<file path="src/rtl/pla_pkg.sv">
package pla_pkg;

  typedef enum logic [1:0] {
    LIT_SKIP  = 2'b00,
    LIT_TRUE  = 2'b01,
    LIT_INV   = 2'b10,
    LIT_BLOCK = 2'b11
  } lit_code_e;

  function automatic logic lit_pass(input logic [1:0] code, input logic val);
    case (lit_code_e'(code))
      LIT_SKIP: lit_pass = 1'b1;
      LIT_TRUE: lit_pass = val;
      LIT_INV:  lit_pass = ~val;
      default:  lit_pass = 1'b0;
    endcase
  endfunction

endpackage

</file>
<file path="src/rtl/pla_cfg_port.sv">
module pla_cfg_port #(
  parameter int N_TERM = 5,
  parameter int TERM_W = 3
) (
  input  logic              clk,
  input  logic              rst_n,
  input  logic              cfg_valid,
  input  logic [TERM_W-1:0] cfg_term,
  output logic              cfg_ready,
  output logic [N_TERM-1:0] term_we
);

  logic ready_q;

  always_ff @(posedge clk or negedge rst_n) begin
    if (!rst_n) ready_q <= 1'b0;
    else        ready_q <= 1'b1;
  end

  assign cfg_ready = ready_q;

  for (genvar t = 0; t < N_TERM; t++) begin : g_dec
    assign term_we[t] = cfg_valid && ready_q && (cfg_term == TERM_W'(t));
  end

endmodule

</file>
<file path="src/rtl/pla_and_plane.sv">
module pla_and_plane
  import pla_pkg::*;
#(
  parameter int N_IN   = 3,
  parameter int N_TERM = 5
) (
  input  logic              clk,
  input  logic              rst_n,
  input  logic [N_TERM-1:0] term_we,
  input  logic [2*N_IN-1:0] wr_row,
  input  logic [N_IN-1:0]   in_vec,
  output logic [N_TERM-1:0] term_vec
);

  for (genvar t = 0; t < N_TERM; t++) begin : g_term
    logic [2*N_IN-1:0] row_q;
    logic [N_IN-1:0]   lit_ok;

    always_ff @(posedge clk or negedge rst_n) begin
      if (!rst_n)          row_q <= '0;
      else if (term_we[t]) row_q <= wr_row;
    end

    for (genvar i = 0; i < N_IN; i++) begin : g_lit
      assign lit_ok[i] = lit_pass(row_q[2*i+1:2*i], in_vec[i]);
    end

    assign term_vec[t] = &lit_ok;
  end

endmodule

</file>
<file path="src/rtl/pla_or_plane.sv">
module pla_or_plane #(
  parameter int N_TERM = 5,
  parameter int N_OUT  = 4
) (
  input  logic              clk,
  input  logic              rst_n,
  input  logic [N_TERM-1:0] term_we,
  input  logic [N_OUT-1:0]  wr_row,
  input  logic [N_TERM-1:0] term_vec,
  output logic [N_OUT-1:0]  out_vec
);

  logic [N_OUT-1:0] conn_q [N_TERM];

  for (genvar t = 0; t < N_TERM; t++) begin : g_row
    always_ff @(posedge clk or negedge rst_n) begin
      if (!rst_n)          conn_q[t] <= '0;
      else if (term_we[t]) conn_q[t] <= wr_row;
    end
  end

  for (genvar j = 0; j < N_OUT; j++) begin : g_out
    logic [N_TERM-1:0] col;
    for (genvar t = 0; t < N_TERM; t++) begin : g_col
      assign col[t] = conn_q[t][j];
    end
    assign out_vec[j] = |(col & term_vec);
  end

endmodule

</file>
<file path="src/rtl/pla_array.sv">
module pla_array #(
  parameter int N_IN   = 3,
  parameter int N_TERM = 5,
  parameter int N_OUT  = 4,
  localparam int TERM_W = (N_TERM > 1) ? $clog2(N_TERM) : 1
) (
  input  logic              clk,
  input  logic              rst_n,
  input  logic              cfg_valid,
  output logic              cfg_ready,
  input  logic [TERM_W-1:0] cfg_term,
  input  logic [2*N_IN-1:0] cfg_and,
  input  logic [N_OUT-1:0]  cfg_or,
  input  logic [N_IN-1:0]   in_vec,
  output logic [N_OUT-1:0]  out_vec
);

  logic [N_TERM-1:0] term_we;
  logic [N_TERM-1:0] term_vec;

  pla_cfg_port #(.N_TERM(N_TERM), .TERM_W(TERM_W)) u_cfg (
    .clk(clk), .rst_n(rst_n), .cfg_valid(cfg_valid), .cfg_term(cfg_term),
    .cfg_ready(cfg_ready), .term_we(term_we)
  );

  pla_and_plane #(.N_IN(N_IN), .N_TERM(N_TERM)) u_and (
    .clk(clk), .rst_n(rst_n), .term_we(term_we), .wr_row(cfg_and),
    .in_vec(in_vec), .term_vec(term_vec)
  );

  pla_or_plane #(.N_TERM(N_TERM), .N_OUT(N_OUT)) u_or (
    .clk(clk), .rst_n(rst_n), .term_we(term_we), .wr_row(cfg_or),
    .term_vec(term_vec), .out_vec(out_vec)
  );

endmodule

</file>
<file path="config.mk">
export PLATFORM = sky130hd
export DESIGN_NAME = pla_array
export DESIGN_NICKNAME = d
export VERILOG_FILES = /design/src/rtl/pla_pkg.sv /design/src/rtl/pla_cfg_port.sv /design/src/rtl/pla_and_plane.sv /design/src/rtl/pla_or_plane.sv /design/src/rtl/pla_array.sv
export SDC_FILE = /design/constraint.sdc
export NUM_CORES = 1
export LEC_CHECK = 0
export BUFFER_PORTS_ARGS = -buffer_cell sky130_fd_sc_hd__buf_2
export CORE_UTILIZATION = 55
export CTS_CLUSTER_DIAMETER = 100
export DETAILED_ROUTE_END_ITERATION = 12
export HOLD_SLACK_MARGIN = 0.05
export PLACE_DENSITY = 0.73
export SLEW_MARGIN = 15
export SYNTH_ARGS = -nofsm -noshare
export SYNTH_HDL_FRONTEND = slang
export SYNTH_HIERARCHICAL = 1
export SYNTH_SLANG_ARGS = --single-unit
</file>
<file path="constraint.sdc">
create_clock -name clk -period 2 [get_ports clk]
set_clock_uncertainty 0.05 [all_clocks]
set_input_delay 0.4 -clock clk [delete_from_list [all_inputs] [get_ports clk]]
set_output_delay 0.4 -clock clk [all_outputs]
set_load 0.02 [all_outputs]
</file>
# --- Word level (Yosys, flattened, before mapping) ---
# Cells that the tools add are included.
word_totals:
  register_bits: 51
  latch_bits: 0
  ramBits: 0
  rom_bits: 0
  inputBits: 19
  output_inout_bits: 5
  n_memories: 0
classes:
  addsub: 0
  multipliers: 0
  div_mod_pow: 0
  magnitude_cmp: 0
  n_eq_ne: 34
  n_shift: 0
  mux: 15
  n_bitwise: 7
  n_reduce_logical: 31
op_table:
  columns: ["cell", "count"]
  rows:
  - ["$pmux 1 s3", 15]
  - ["$eq 2x1->1 const B", 15]
  - ["$eq 2x2->1 const B", 15]
  - ["$logic_not 2->1", 15]
  - ["$and 5x5->5", 4]
  - ["$reduce_or 5->1", 4]
  - ["$reduce_and 3->1", 5]
  - ["$eq 3x2->1 const B", 2]
  - ["$logic_and 1x1->1", 6]
  - ["$eq 3x1->1 const B", 1]
  - ["$eq 3x3->1 const B", 1]
  - ["$logic_not 3->1", 1]
  - ["$not 1->1", 3]

# --- Longest topological paths before layout ---
logic_depth:
  word_depth: 5
  depth_mapped: 5

# --- By module ---
# Netlist, hierarchy kept.
by_module_without_submodules:
  columns: ["mod", "instances", "cells_per_inst", "area_each_um2", "seq_area_each_um2"]
  rows:
  - ["pla_and_plane", 1, 88, 1472.7, 750.7]
  - ["pla_or_plane", 1, 52, 810.8, 500.5]
  - ["pla_cfg_port", 1, 10, 95.1, 25.0]

# --- Worst setup path after synthesis ---
# No wires, ideal clock.
synth_path:
  path_kind: "input -> output"
  start: "input in_vec[0]"
  end: "output out_vec[0]"
  arrival_time_ps: 1325
  required_time_ps: 1550
  setup_slack_ps: 225
  path_stages: 5
  cell_sequence: "buf_6 mux2i_1 and3_1 a222oi_1 nand2_1"
synth_between:
  elab_chain_cells: 5
synth_lines:
  columns: ["element", "line", "source"]
  rows:
  - ["start, declared", "pla_array.sv:14", "input logic [N_IN-1:0] in_vec,"]
  - ["$not 1->1", "pla_pkg.sv:14", "LIT_INV: lit_pass = ~val;"]
  - ["$pmux 1 s3 (*)", "pla_pkg.sv:11", "case (lit_code_e'(code))"]
  - ["$reduce_and 3->1 (*)", "pla_and_plane.sv:28", "assign term_vec[t] = &lit_ok;"]
  - ["via term_vec[0]", "pla_array.sv:19", "logic [N_TERM-1:0] term_vec;"]
  - ["$and 5x5->5 (*)", "pla_or_plane.sv:27", "assign out_vec[j] = |(col & term_vec);"]
  - ["$reduce_or 5->1 (*)", "pla_or_plane.sv:27", null]
  - ["end, declared", "pla_array.sv:15", "output logic [N_OUT-1:0] out_vec"]
# Mark *: on every way through the listed nets, which the timed path passes. The rest lies on a longest branch.

# --- Worst setup path after layout ---
layout_path:
  start: "register u_and.g_term[0].row_q[1]"
  end: "output out_vec[1]"
layout_between:
  elab_chain_cells: 5
layout_lines:
  columns: ["element", "line", "source"]
  rows:
  - ["start, declared", "pla_and_plane.sv:16", "logic [2*N_IN-1:0] row_q;"]
  - ["start signal, assigned", "pla_and_plane.sv:21", "else if (term_we[t]) row_q <= wr_row;"]
  - ["$eq 2x2->1 (tied with other cells)", "pla_pkg.sv:11", null]
  - ["$pmux 1 s3 (*)", "pla_pkg.sv:11", null]
  - ["$reduce_and 3->1 (*)", "pla_and_plane.sv:28", null]
  - ["via term_vec[0]", "pla_array.sv:19", null]
  - ["$and 5x5->5 (*)", "pla_or_plane.sv:27", null]
  - ["$reduce_or 5->1 (*)", "pla_or_plane.sv:27", null]
# Marked as above.

==> summary.md <==
| Metric | Value |
|---|---|
| Run status | finished, violations left |
| Violated checks | negative setup slack |
| Initial Util | 0.582 |
| CP max-delay cell | dfrtp_1 |
| Global route total overflow | 0 |
| RSZ-0062 raised after global routing | yes |
| Vias per cell | 5.87 |
| Core ar. | 4090 um^2 |
| Top area cells in the synthesized netlist | dfrtp_1, mux2_4, mux2_2, mux2i_1, buf_6 |
| Post-synthesis register bit count | 51 |
| First-pass GRT wire length | 7840 um |
| CTS tree | built |
| Multiplexer area fraction after synthesis | 0.347 |
| Count of cell types in the netlist | 17 |
| Final hold viol count | 0 |
| Die Wd | roughly 68 um |
| WL/cell | 20.3 um |
| Worst-Margin Slew | 605 ps |
| Setup TNS Final | -78.6 ps |
| TritonRoute pass-1 iters | 4 |
| Largest family of logic cells by synthesized area | multiplexers |
| H-tree Lvls | 2 |
| Initial antenna violation count | 0 |
| # fillers | 293 |
| Final #Nets | 202 |
| Die ar. | 4590 um^2 |
| Share of the synthesized area in the top cell type | 0.537 |
| Finished Layout Cells | roughly 230 |
| Area of the multi-input gates | 1040 um^2 |
| GPL Wtd Cong | 0.795 |
| Routed Antenna Nets | 0 |
| Core Rows | 23 |
| Total power | 2.91 mW |
| Switch Pwr | ~0.8 mW |
| Via count | 1373 |
| DRC viols | 0 |
| Worst slack, placed | -30.8 ps |
| Hold Crit Class | primary input to register |
| Mapped cell area | 2380 um^2 |
| CP bufs+invs | 1 |
| Crit path time final | 2030 ps |
| Detailed Place HPWL | around 3200 um |
| DR iter-0 viols | 84 |
| Worst VDD drop | 0.000580 V |
| CTS Buf Count | 5 |
| Vias in the first global route | 1504 |
| Synth area leader | dfrtp_1 |
| Setup ws final | -32.6 ps |
| CP startpoint kind | register |
| Commonest cells post-synth | dfrtp_1, mux2_4, mux2_2, mux2i_1, buf_6 |
| Pin count of the biggest net entering global routing | 27 |
| Cell count after synthesis | 150 |
| Fin area | between 2000 and 3000 um^2 |
| Clock transition at the registers of the reported paths | ~90 ps |
| Lkg Pwr | 1.29 nW |
| WS Path Type | register to primary output |
| Die Y | 67.8 um |
| Root Driver | clkbuf_8 |
| Slew HR | 0.597 |
| Worst-path fanout max | 4 |
| Count leader, synth | dfrtp_1 |
| Final cycle utilization of the critical path | 1.02 |
| Gate power share | 0.262 |
| Drt total wl | 4740 um |
| Antenna Cells | 0 |
| Tot GR Track Use | 0.250 |
| Post-synth EDFFs | 0 |
| Main synth FF type | dfrtp_1 |
| Post-Syn Nets | 169 |
| WP data required | 1550 ps |
| Sequential power share | 0.484 |
| Buffers on Ports | 23 |
| Ys Warns | 6 |
| Power Dens Cells | 1070 nW/um^2 |
| Seq/Total Area, Yosys | 0.537 |
| Share of layout cells above drive strength 1 | 0.543 |
| Largest delay share family, worst path | flip-flops |
| Max cap viols | 0 |
| Arrival time at the worst endpoint | roughly 1600 ps |
| Post-Synth XOR/XNOR Area | 0 |
| Average cell area after synthesis | 15.9 um^2 |
| Num ports | 24 |
| Final Max Slew Viols | 0 |
| Fmax | 492 MHz |
| Worst-skew pair later-pin latency | 310 ps |
| Worst path max stage delay | 370 ps |
| Clk buf depth | 2 |
| Post-Synth Simple-Gate Area | 0.0473 |
| Register area | 1280 um^2 |
| Adder-cell share of the synthesized area | 0 |
| Switching Share | 0.272 |
| CP endpoint kind | primary output |
| Placed Instances | 221 |
| Area Overhead vs Synth | 14.2% |
| Post-synthesis compound-gate area fraction | 0.0295 |
| # clock sinks | between 50 and 60 |
| Worst path cell trace | mux2i_1 -> and3_4 -> a222oi_1 -> nand2_1 -> buf_6 |
| Clock share of power | 0.254 |
| Internal power | 2.12 mW |
| Final Setup Violations | 3 |
| Placed Area | 2530 um^2 |
| Post-synthesis async set-or-reset flop share | 1.00 |
==> power by group through the flow <==
stage	Sequential [mW]	Clock [mW]	Combinational, mW
after floorplan	1.37	0	0.511
after global placement	1.41	0	0.666
after detailed placement	1.43	0	0.690
after CTS	1.41	0.756	0.766
after global routing	1.44	0.794	0.827
final	1.41	0.739	0.764
==> cell families (layout without fill, tap and decap cells) <==
group,after synthesis,after routing
multiplexers,65,65
flip-flops,51,51
AND/OR/NAND/NOR,17,17
AO/OA/AOI/OAI,8,8
buffers and inverters,8,42
other,1,1
==> cells in the final DEF, fill, tap and decap left out, drive strengths merged, types with 2 or more instances in the layout <==
cell and n:
buf 33, mux2i 15, a22oi 4, clkbuf 6, and3 5, nor2 2, a222oi 4, nand2 4
dfrtp 51, nor3 2, mux2 50
==> worst reg2reg max path, delay by kind of cell, from the launching register on <==
| kind | cells | cell delay [ps] |
|---|---|---|
| flip-flops | 1 | 420 |
| buffers and inverters | 1 | 260 |
| multiplexers | 1 | 370 |
| AND/OR/NAND/NOR | 2 | 270 |
==> layer usage <==
| metal | global-route usage | up-vias | share of wire | wire (um) |
|---|---|---|---|---|
| met5 | 0 | - | 0 | 0 |
| met4 | 0.125 | 0 | 0.032 | 150 |
| met3 | 0.0693 | 14 | 0.051 | 242 |
| met2 | 0.406 | 41 | 0.49 | 2310 |
| met1 | 0.303 | 710 | 0.43 | 2050 |
| li1 | - | 608 | - | - |
==> path summary, 6_finish.rpt <==
kind | cells after the start | start | slack (ps) | end
max reg2reg | 4 | u_cfg/cfg_ready | 520 | u_or/conn_q[3]
min in group asynchronous | 2 | rst_n | 580 | u_and/g_term[2].row_q[0]
max in group asynchronous | 3 | rst_n | 780 | u_or/conn_q[9]
max | 5 | u_and/g_term[0].row_q[1] | -30 | out_vec[1]
min | 2 | cfg_or[1] | 320 | u_or/conn_q[17]
min reg2reg | 1 | u_or/conn_q[7] | 460 | u_or/conn_q[7]
==> stage by stage <==
step           utilization  hold WS (ps)
2_1_floorplan            -          54.4
3_3_place_gp         0.619           372
3_5_place_dp         0.619           390
4_1_cts              0.664           313
5_1_grt              0.665           321
6_report             0.665           319
==> registers in the layout, summed over array words and instances (netlist names) <==
| signal | cells |
|---|---|
| u_and/g_term.row_q | 30 |
| u_or/conn_q | 20 |
| u_cfg/cfg_ready | 1 |
==> cell type report <==
class                      instances  share of cell area
tap                               50              0.0230
sequential                        51               0.470
multi-input combinational         91               0.383
timing repair buffer              34              0.0806
clock inverter                     2              0.0129
clock buffer                       6              0.0304
==> what timing repair did <==
action                                  CTS  global route
buffers inserted                          4             0
hold endpoints to repair                  4             0
hold buffers                              1             0
pin swaps                                 5             2
gates resized for setup                   9             1
endpoints found under the setup margin    4             4
(Power assumes the default switching activity.)
